<file path="src/rtl/knock_cfg_pkg.sv">
package knock_cfg_pkg;

  localparam int BYTE_W    = 8;
  localparam int PRESC_W   = 4;
  localparam int CODE6_W   = 6;
  localparam int TC_W      = 5;
  localparam int RES_W     = 10;
  localparam logic [PRESC_W-1:0] PRESC_MAX = 4'd8;

  typedef enum logic [2:0] {
    CMD_NONE, CMD_PRESC, CMD_CHAN, CMD_BPF, CMD_GAIN, CMD_TC, CMD_ADV
  } cmd_e;

  typedef struct packed {
    logic [PRESC_W-1:0] presc;
    logic               hiz;
    logic               chan;
    logic [CODE6_W-1:0] bpf;
    logic [CODE6_W-1:0] gain;
    logic [TC_W-1:0]    tc;
  } cfg_t;

  // Classify a received byte; patterns are disjoint.
  function automatic cmd_e decode_cmd(input logic [BYTE_W-1:0] b);
    cmd_e c;
    c = CMD_NONE;
    if (b == 8'h71)                 c = CMD_ADV;
    else if (b[7:5] == 3'b010)      c = CMD_PRESC;
    else if (b[7:1] == 7'b1110000)  c = CMD_CHAN;
    else if (b[7:6] == 2'b00)       c = CMD_BPF;
    else if (b[7:6] == 2'b10)       c = CMD_GAIN;
    else if (b[7:5] == 3'b110)      c = CMD_TC;
    return c;
  endfunction

  // Reply owed to the previously accepted command.
  function automatic logic [BYTE_W-1:0] resp_byte(input cmd_e c,
                                                  input logic [RES_W-1:0] r);
    logic [BYTE_W-1:0] v;
    case (c)
      CMD_PRESC: v = r[7:0];
      CMD_CHAN:  v = {r[9:8], 6'b000000};
      CMD_BPF:   v = 8'h01;
      CMD_GAIN:  v = 8'hE0;
      CMD_TC:    v = 8'h71;
      CMD_ADV:   v = 8'h8E;
      default:   v = 8'h00;
    endcase
    return v;
  endfunction

  function automatic logic [PRESC_W-1:0] presc_effective(input logic [PRESC_W-1:0] c);
    return (c > PRESC_MAX) ? PRESC_MAX : c;
  endfunction

endpackage

</file>
<file path="src/rtl/kc_sync.sv">
module kc_sync #(
  parameter int            W      = 4,
  parameter int            STAGES = 2,
  parameter logic [W-1:0]  RST    = '0
) (
  input  logic         clk,
  input  logic         rst_n,
  input  logic [W-1:0] d,
  output logic [W-1:0] q
);
  logic [W-1:0] st [STAGES];

  always_ff @(posedge clk or negedge rst_n) begin
    if (!rst_n) begin
      for (int i = 0; i < STAGES; i++) st[i] <= RST;
    end else begin
      st[0] <= d;
      for (int i = 1; i < STAGES; i++) st[i] <= st[i-1];
    end
  end

  assign q = st[STAGES-1];
endmodule

</file>
<file path="src/rtl/kc_frame.sv">
module kc_frame #(
  parameter int FRAME_BITS = 8,
  localparam int CNT_W = $clog2(FRAME_BITS + 2)
) (
  input  logic                  clk,
  input  logic                  rst_n,
  input  logic                  cs_s,
  input  logic                  sclk_s,
  input  logic                  sdi_s,
  input  logic                  integ_s,
  input  logic [FRAME_BITS-1:0] load_val,
  output logic [FRAME_BITS-1:0] rx_byte,
  output logic [CNT_W-1:0]      bit_cnt,
  output logic                  frame_end,
  output logic                  frame_ok,
  output logic                  tx_msb
);
  localparam logic [CNT_W-1:0] SAT  = CNT_W'(FRAME_BITS + 1);
  localparam logic [CNT_W-1:0] FULL = CNT_W'(FRAME_BITS);

  logic cs_d, sclk_d, blk;
  logic cs_fall, sclk_fall;
  logic [FRAME_BITS-1:0] tx_q;

  assign cs_fall   = cs_d & ~cs_s;
  assign frame_end = ~cs_d & cs_s;
  assign sclk_fall = sclk_d & ~sclk_s & ~cs_s;
  assign frame_ok  = frame_end && (bit_cnt == FULL) && !blk && !integ_s;
  assign tx_msb    = tx_q[FRAME_BITS-1];

  always_ff @(posedge clk or negedge rst_n) begin
    if (!rst_n) begin
      cs_d    <= 1'b1;
      sclk_d  <= 1'b0;
      bit_cnt <= '0;
      rx_byte <= '0;
      tx_q    <= '0;
      blk     <= 1'b0;
    end else begin
      cs_d   <= cs_s;
      sclk_d <= sclk_s;
      if (cs_fall) begin
        bit_cnt <= '0;
        tx_q    <= load_val;
        blk     <= integ_s;
      end else begin
        if (!cs_s && integ_s) blk <= 1'b1;
        if (sclk_fall) begin
          rx_byte <= {rx_byte[FRAME_BITS-2:0], sdi_s};
          tx_q    <= {tx_q[FRAME_BITS-2:0], 1'b0};
          if (bit_cnt != SAT) bit_cnt <= bit_cnt + 1'b1;
        end
      end
    end
  end
endmodule

</file>
<file path="src/rtl/kc_regs.sv">
module kc_regs
  import knock_cfg_pkg::*;
(
  input  logic              clk,
  input  logic              rst_n,
  input  logic              frame_ok,
  input  logic [BYTE_W-1:0] rx_byte,
  output cfg_t              cfg,
  output logic              adv,
  output cmd_e              last_cmd
);
  cmd_e cmd;
  assign cmd = decode_cmd(rx_byte);

  always_ff @(posedge clk or negedge rst_n) begin
    if (!rst_n) begin
      cfg      <= '0;
      adv      <= 1'b0;
      last_cmd <= CMD_NONE;
    end else if (frame_ok && cmd != CMD_NONE) begin
      last_cmd <= cmd;
      case (cmd)
        CMD_PRESC: begin
          cfg.presc <= rx_byte[4:1];
          cfg.hiz   <= rx_byte[0];
        end
        CMD_CHAN: cfg.chan <= rx_byte[0];
        CMD_BPF:  cfg.bpf  <= rx_byte[5:0];
        CMD_GAIN: cfg.gain <= rx_byte[5:0];
        CMD_TC:   cfg.tc   <= rx_byte[4:0];
        CMD_ADV:  adv      <= 1'b1;
        default:  ;
      endcase
    end
  end
endmodule

</file>
<file path="src/rtl/knock_cfg_spi.sv">
module knock_cfg_spi
  import knock_cfg_pkg::*;
#(
  parameter int SYNC_STAGES = 2
) (
  input  logic               clk,
  input  logic               rst_n,
  input  logic               cs_n,
  input  logic               sclk,
  input  logic               sdi,
  input  logic               integrate,
  input  logic [RES_W-1:0]   integ_result,
  output logic               sdo,
  output logic               sdo_oe,
  output logic               adv_mode,
  output logic [PRESC_W-1:0] presc_code,
  output logic [PRESC_W-1:0] presc_eff,
  output logic               sdo_hiz,
  output logic               chan_sel,
  output logic [CODE6_W-1:0] bpf_code,
  output logic [CODE6_W-1:0] gain_code,
  output logic [TC_W-1:0]    tc_code
);
  localparam int CNT_W = $clog2(BYTE_W + 2);

  logic [3:0] sync_q;
  logic cs_s, sclk_s, sdi_s, integ_s;
  logic [BYTE_W-1:0] rx_byte, load_val;
  logic [CNT_W-1:0]  bit_cnt;
  logic frame_end, frame_ok, tx_msb;
  cfg_t cfg_q;
  cmd_e last_cmd;

  kc_sync #(.W(4), .STAGES(SYNC_STAGES), .RST(4'b1000)) u_sync (
    .clk(clk), .rst_n(rst_n), .d({cs_n, sclk, sdi, integrate}), .q(sync_q));
  assign {cs_s, sclk_s, sdi_s, integ_s} = sync_q;

  assign load_val = resp_byte(last_cmd, integ_result);

  kc_frame #(.FRAME_BITS(BYTE_W)) u_frame (
    .clk(clk), .rst_n(rst_n), .cs_s(cs_s), .sclk_s(sclk_s), .sdi_s(sdi_s),
    .integ_s(integ_s), .load_val(load_val), .rx_byte(rx_byte),
    .bit_cnt(bit_cnt), .frame_end(frame_end), .frame_ok(frame_ok),
    .tx_msb(tx_msb));

  kc_regs u_regs (
    .clk(clk), .rst_n(rst_n), .frame_ok(frame_ok), .rx_byte(rx_byte),
    .cfg(cfg_q), .adv(adv_mode), .last_cmd(last_cmd));

  assign sdo        = adv_mode ? tx_msb : sdi;
  assign sdo_oe     = ~cs_s & ~cfg_q.hiz;
  assign presc_code = cfg_q.presc;
  assign presc_eff  = presc_effective(cfg_q.presc);
  assign sdo_hiz    = cfg_q.hiz;
  assign chan_sel   = cfg_q.chan;
  assign bpf_code   = cfg_q.bpf;
  assign gain_code  = cfg_q.gain;
  assign tc_code    = cfg_q.tc;
endmodule

</file>
<file path="config.mk">
export PLATFORM = sky130hd
export DESIGN_NAME = knock_cfg_spi
export DESIGN_NICKNAME = d
export VERILOG_FILES = /design/src/rtl/knock_cfg_pkg.sv /design/src/rtl/kc_sync.sv /design/src/rtl/kc_frame.sv /design/src/rtl/kc_regs.sv /design/src/rtl/knock_cfg_spi.sv
export SDC_FILE = /design/constraint.sdc
export NUM_CORES = 1
export LEC_CHECK = 0
export BUFFER_PORTS_ARGS = -buffer_cell sky130_fd_sc_hd__buf_2
export CORE_MARGIN = 2
export CORE_UTILIZATION = 40
export CTS_CLUSTER_SIZE = 25
export DETAILED_ROUTE_END_ITERATION = 12
export PLACE_DENSITY = 0.57
export SLEW_MARGIN = 40
export SYNTH_ARGS = -nofsm -noshare
export SYNTH_HDL_FRONTEND = slang
export SYNTH_HIERARCHICAL = 1
export SYNTH_SLANG_ARGS = --single-unit
</file>
<file path="constraint.sdc">
create_clock -name clk -period 2.5 [get_ports clk]
set_input_delay 0.25 -clock clk [delete_from_list [all_inputs] [get_ports clk]]
set_output_delay 0.25 -clock clk [all_outputs]
set_load 0.01 [all_outputs]
</file>
==> results summary, run 1 <==
The number of post-CTS setup repair buffers is 0. The worst hold path belongs to the class in2reg. The synthesized netlist net count came out at between 200 and 250. The worst voltage drop across the vdd grid is 0.5661 mV. The static leakage power is around 0.0016 uW. met1 is the most crowded layer. The number of clock sinks is between 50 and 60. The final setup violation count came out at 0. The routing usage on met3 is 0.03933. The leading cell type in the layout, fill and taps excluded is dfrtp_1.

The number of unique standard cell types used by synthesis is between 40 and 50. The most used flip-flop cell after synthesis is dfrtp_1. A synthesized cell averages approximately 13 um2. The via count of the first global-routing pass came out at 1645. The count of maximum capacitance violations is 0. The data required time of the critical path came out at 2.72 ns. In this run the tightest slew margin relative to its limit is 0.5360. The count of nets left with antenna violations after detail routing is 0. The number of instances in the synthesized netlist came out at between 200 and 250. TritonCTS built the clock tree. The synthesized design contains 0 enable-type register cells. In this run the tool buffered the top-level ports with 45 buffer cells.

The met2 track demand over resource came out at 0.2121. The routability congestion estimate from global placement is slightly above 0.7. The net count of the finished layout is 270. The number of levels in the clock H-tree is 3. The slew at the pin with the worst max-slew slack is ~0.69 ns. The antenna diode instance count came out at 0. The max-slew violation count is 0.

The clock reaches the later pin of the worst-skew pair after approximately 0.33 ns. The clock skew is just over 0.008 ns. The time the worst path needs with I/O delays and setup is ~2.2 ns. The wire length after detailed routing is about 4.9 mm. After routing, the total negative slack on setup checks comes to 0 ns. The final number of hold-violating endpoints came to 0.

Of the post-synthesis cell area, the dominant cell type holds 0.5319. The effective utilization at floorplan is 0.4098. Using the TritonRoute via totals, the vias-per-cell ratio works out to about 5. The post-synthesis async set-or-reset flop share came out at 1.000. The number of buffers on the longest clock path came out at 2. The portion of the post-synthesis area used by sequential elements came out at 0.5624. The final HPWL from detailed placement came out at roughly 3.4 mm. The standard cell core area came out at about 6300 um2.

The master cell of the clock root buffer is clkbuf_8. The signal on the critical path passes through nor2b_1 -> and4_1 -> nand2_1 -> or3_1 -> mux2_2. The pin count of the biggest net entering global routing is 34. In this run the vertical extent of the chip is 84.43 um. The library cells used most frequently in the layout, excluding fill and tap cells, are dfrtp_1, buf_2, mux2_2. The maximum fanout along the worst path came out at 9. The cell with the largest stage delay on the worst path is or3_1. In the post-synthesis netlist, the biggest area contributors are dfrtp_1, mux2_2, dfstp_2, mux2i_1, o21ai_0.

Global routing finished with a remaining overflow of 0. The wire length of the first global-routing pass came out at 8.424 mm. For this design the ratio of total power to cell area is around 680 nW/um2. The overall power of the completed layout came out at 2114 uW. In this run, synthesis produced a sequential element count of 58. The die covers around 7100 um2. For this run, the number of Yosys warnings is 6. The worst endpoint data arrival time came out at between 2 and 2.5 ns.

Static timing analysis puts the maximum clock frequency at 0.4615 GHz. The number of search-and-repair iterations in the first detailed-routing pass came out at 4. The run finished with clean final reports. Across every metal layer, demand over resource in global routing totals 0.1508. The detailed-route via count came out at approximately 1700.

Setup repair after global routing left no endpoint under its margin. The number of standard-cell rows in the floorplan came out at 29. STA classifies the critical path endpoint as a flip-flop.

The delay of the slowest cell on the worst path came out at about 0.46 ns. The final worst-path cycle share is 0.8667. The floorplan step set the die width to about 84 um.

The placed cell area came out at roughly 2900 um2. The layout-stage area growth over the synthesis result is 19.92%. The launching element type of the critical path is a flip-flop. The average wire per standard cell is between 10 and 15 um. The combined area of all synthesized cells is roughly 2600 um2. The number of resized instances in the post-cts repair step is 0. The clock slew at the register clock pins of the worst setup and hold paths is about 0.070 ns.

In the global route stage, met1 resource usage came out at 0.2151. The proportion of layout cells with a drive suffix above 1 came out at 0.4219. In the routed design, unresolved DRC markers number 0. The number of hold buffers added after cts came out at 0. The total CTS buffers is 9. The iteration-0 DRC count of the detailed router came out at 55. The number of antenna violations at the first check in global routing came out at 0. 46 I/O pins were placed.

The design area is just over 3000 um2. dfrtp_1 takes more of the synthesized area than any other cell. The minimum hold slack came out at approximately 0.022 ns. The critical path in this run is classified as reg2reg.
[per-stage QoR]
stage / instances / worst slack [ns] / utilization
final: 333 / 0.3332 / 0.4915
after CTS: 332 / 0.3462 / 0.4895
after detailed placement: 316 / 0.3638 / 0.4548
after global placement: 316 / 0.3934 / 0.4548
after floorplan: 203 / 0.4453 / -
after global routing: 333 / 0.2037 / 0.4915
[state kept, by name (all words and copies together) (netlist names)]
name             count
u_frame/tx_q         8
u_frame/bit_cnt      4
u_regs/adv           1
u_frame/cs_d         1
u_sync/st            4
u_regs/last_cmd      3
u_frame/sclk_d       1
u_frame/rx_byte      8
u_regs/cfg          23
u_sync/q             4
u_frame/blk          1
[power breakdown]
group          internal (uW)  switching (uW)
logic                   60.4            56.4
registers                980            78.7
clock network            585             353
[cell type report]
type	count	area (um2)
Fill cell	599	3211
Timing Repair Buffer	50	280.3
Inverter	8	30.03
Multi-Input combinational cell	124	1022
Clock inverter	5	77.57
Clock buffer	11	141.4
Sequential cell	58	1455
Tap cell	77	96.34
[per-layer routing]
layer / up-vias / part of all wire / routed length [um]
li1: 805 / - / -
met1: 804 / 0.50 / 2467
met2: 37 / 0.44 / 2171
met3: 10 / 0.041 / 202
met4: 0 / 0.020 / 98
met5: - / 0 / 0
[path summary, 6_finish.rpt]
path	from	end	slack (ns)	cells past startpoint
worst max-delay path	u_frame/bit_cnt[3]	u_regs/cfg[0]	0.33	5
worst min-delay path	cs_n	u_sync/st[7]	0.02	1
worst max register to register	u_frame/bit_cnt[3]	u_regs/cfg[0]	0.33	5
worst min register to register	u_sync/st[4]	u_sync/q[0]	0.35	0
max in group asynchronous	rst_n	u_frame/bit_cnt[1]	1.62	3
min in group asynchronous	rst_n	u_sync/st[6]	0.41	2
[cell families after synthesis]
group | count (synthesis) | synth area share
flip-flops | 58 | 0.5624
AND/OR/NAND/NOR | 44 | 0.1107
multiplexers | 41 | 0.1751
AO/OA/AOI/OAI | 35 | 0.09139
buffers and inverters | 21 | 0.04255
adder cells (fa/ha/maj) | 3 | 0.01451
XOR/XNOR | 1 | 0.003386
[worst max-delay path, delay by kind of cell (launching register included)]
kind / cells / cell delay [ns]
mux: 1 / 0.31
simple gates: 4 / 1.37
flops: 1 / 0.38
[cells in the mapped netlist, types with 2 or more instances]
cell,count
o21bai_1,2
nand3b_1,2
nand2_1,13
buf_4,5
mux2i_1,7
buf_2,4
dfstp_2,3
a22o_1,4
a21o_1,4
nor2_1,4
mux2_2,34
inv_1,8
a21oi_1,5
or3_1,2
nor3_1,3
clkbuf_1,3
ha_1,3
nor2b_1,7
o21ai_0,13
dfrtp_1,55
Power figures use the tool's default switching activity.
==> run 2, diff against run 1 <==
CORE_MARGIN = 1.5   (was 2)
RECOVER_POWER = 50   (was default)
==> results summary, run 2 (synthesis gave the netlist of run 1 again) <==
Commonest cells after routing, fill and taps aside: dfrtp_1, mux2_2, clkbuf_1 (was dfrtp_1, buf_2, mux2_2). The final worst-path cycle share came to 0.8891 (was 0.8667). The antenna diode instance count came out at 0 (unchanged). The number of standard-cell rows in the floorplan is 29 (unchanged). The time the worst path needs with I/O delays and setup is 2.223 ns (was 2.167 ns). The final sum of negative setup slack is 0 ns (unchanged). The wire length after detailed routing is 4.871 mm (was 4.939 mm). The static leakage power was 0.001434 uW (was 0.001568 uW).

The number of post-CTS setup repair buffers is 0 (unchanged). The average via count per standard cell was 4.928 (was 4.973). The total area of sequential cells came out at 1455 um2 (unchanged). The average wire per standard cell was 14.54 um (was 14.83 um).

The number of flip-flops in the largest register was 23 (unchanged). The number of fill cells in the layout came to 594 (was 599). The delay of the slowest cell on the worst path is 0.66 ns (was 0.46 ns).

The full die area is 6961 um2 (was 7128 um2). The worst endpoint data arrival time came out at 2.44 ns (was 2.38 ns). The endpoint kind of the worst setup timing path was a flip-flop (unchanged). The power density over cell area came out at 663.7 nW/um2 (was 681.2 nW/um2).

The clock skew is 0.01125 ns (was 0.008265 ns). The slew at the pin with the worst max-slew slack is 1.736 ns (was 0.6931 ns). Biggest regs: u_regs/cfg (23), u_frame/rx_byte (8), u_frame/tx_q (8) (unchanged). The DRC violations left was 0 (unchanged). The count of maximum capacitance violations came out at 1 (was 0). The class of the most critical hold timing path is in2reg (unchanged). The count of nets left with antenna violations after detail routing came out at 0 (unchanged).

The quantity of I/O buffers inserted on ports was 45 (unchanged). The final reports fail on capacitance limit, slew limit. The clock slew at the register clock pins of the worst setup and hold paths is 0.07 ns (about the same). The wire length of the first global-routing pass came out at 8.411 mm (was 8.424 mm). The I/O pin total is 46 (unchanged). The worst-skew pair later-pin latency came to 0.34 ns (was 0.33 ns). The width of the die is 83.43 um (was 84.43 um).

The cell with the largest stage delay on the worst path was dfstp_1 (was or3_1). The number of resized instances in the post-cts repair step is 0 (unchanged). The design area is 3038 um2 (was 3103 um2). The effective utilization at floorplan is 0.4098 (unchanged). The minimum hold slack is 0.02144 ns (was 0.02229 ns). The final number of hold-violating endpoints came out at 0 (unchanged). The worst voltage drop across the vdd grid is 0.3530 mV (was 0.5661 mV). The launching element type of the critical path is a flip-flop (unchanged). The overall track demand over capacity in global routing was 0.1585 (was 0.1508). The layout-stage area growth over the synthesis result came to 17.41% (was 19.92%). The net count of the finished layout is 272 (was 270). The register-to-register path setup slack is 0.28 ns (was 0.33 ns). The startpoint-to-endpoint class of the critical path is reg2reg (unchanged). The tightest slew margin relative to the limit came out at -0.1576 (was 0.5360). RSZ-0062 raised after global routing: false (unchanged). The number of search-and-repair iterations in the first detailed-routing pass came out at 4 (unchanged).

The number of buffers on the longest clock path came to 2 (unchanged). The number of antenna violations at the first check in global routing was 0 (unchanged). The master cell of the clock root buffer is clkbuf_8 (unchanged).

The placed cell area came out at 2867 um2 (was 2872 um2). The standard cell core area came to 6314 um2 (unchanged). The footprint of the multi-input gates is 1022 um2 (unchanged). The pin count of the biggest net entering global routing came out at 34 (unchanged). The aggregate global routing overflow came out at 0 (unchanged). The iteration-0 DRC count of the detailed router is 88 (was 55). The leading cell type in the layout, fill and taps excluded is dfrtp_1 (unchanged). The number of hold buffers added after cts is 2 (was 0). The number of clock sinks is 58 (unchanged). The max-slew violation count is 34 (was 0). The proportion of layout cells with a drive suffix above 1 was 0.3101 (was 0.4219).

The number of levels in the clock H-tree came out at 3 (unchanged). The final HPWL from detailed placement is 3.321 mm (was 3.390 mm). The timing-limited maximum frequency is 0.4499 GHz (was 0.4615 GHz). The maximum fanout along the worst path came out at 9 (unchanged). The detailed-route via count came to 1651 (was 1656). The total CTS buffers came to 9 (unchanged). The via count of the first global-routing pass came out at 1654 (was 1645).

The routability congestion estimate from global placement came to 0.7555 (was 0.7251). The final setup violation count is 0 (unchanged). Cells along the critical path: and2b_1 -> and4_1 -> nor3b_2 -> mux2_2 (was nor2b_1 -> and4_1 -> nand2_1 -> or3_1 -> mux2_2). The data required time of the critical path came out at 2.72 ns (about the same). Outcome: finished with violations (was complete, no violations). The vertical die dimension came out at 83.43 um (was 84.43 um). The register name with the most flops was u_regs/cfg (unchanged). The TritonCTS clock tree was built (unchanged).
## run 2: per-stage QoR
stage / worst slack, ns / power [uW] / utilization / instances
finish: 0.2772 / 2016 / 0.4812 / 335
global route: 0.1275 / 2115 / 0.4812 / 335
CTS: 0.3515 / 2045 / 0.4877 / 335
detailed placement: 0.3633 / 1195 / 0.4540 / 317
global placement: 0.3879 / 1195 / 0.4540 / 317
floorplan: 0.4453 / 1116 / - / 203
## run 2: power by group
| group | leakage, uW | switching, uW | total (uW) | internal [uW] |
|---|---|---|---|---|
| Sequential | 0.000774 | 78.7 | 1060 | 980 |
| Combinational | 0.000564 | 56.1 | 114 | 57.9 |
| Clock | 0.0000954 | 387 | 844 | 457 |
## run 2: worst paths after layout
path	startpoint	endpoint	cells after the start
min	sclk	u_sync/st[6]	1
min reg2reg	u_sync/st[5]	u_sync/q[1]	0
max	u_sync/q[3]	u_regs/cfg[14]	4
min in group asynchronous	rst_n	u_frame/bit_cnt[3]	2
max reg2reg	u_sync/q[3]	u_regs/cfg[14]	4
max in group asynchronous	rst_n	u_frame/cs_d	3
## run 2: area by class of cell
class,instances,area share
Timing Repair Buffer,52,0.07949
Multi-Input combinational cell,124,0.3365
Inverter,8,0.009885
Clock buffer,9,0.04077
Tap cell,77,0.03171
Sequential cell,58,0.4790
Clock inverter,7,0.02265
## run 2: critical path, delay by kind of cell, from the launching register on
kind             cells  cell delay (ns)
multiplexers         1             0.40
flip-flops           1             0.66
AND/OR/NAND/NOR      3             1.04
## run 2: routing by layer
layer,wire length [um],track usage,vias to the layer above
met2,2045,0.2129,44
li1,-,-,811
met3,251,0.05070,8
met1,2477,0.2307,788
met4,96,0.07601,0
met5,0,0,-
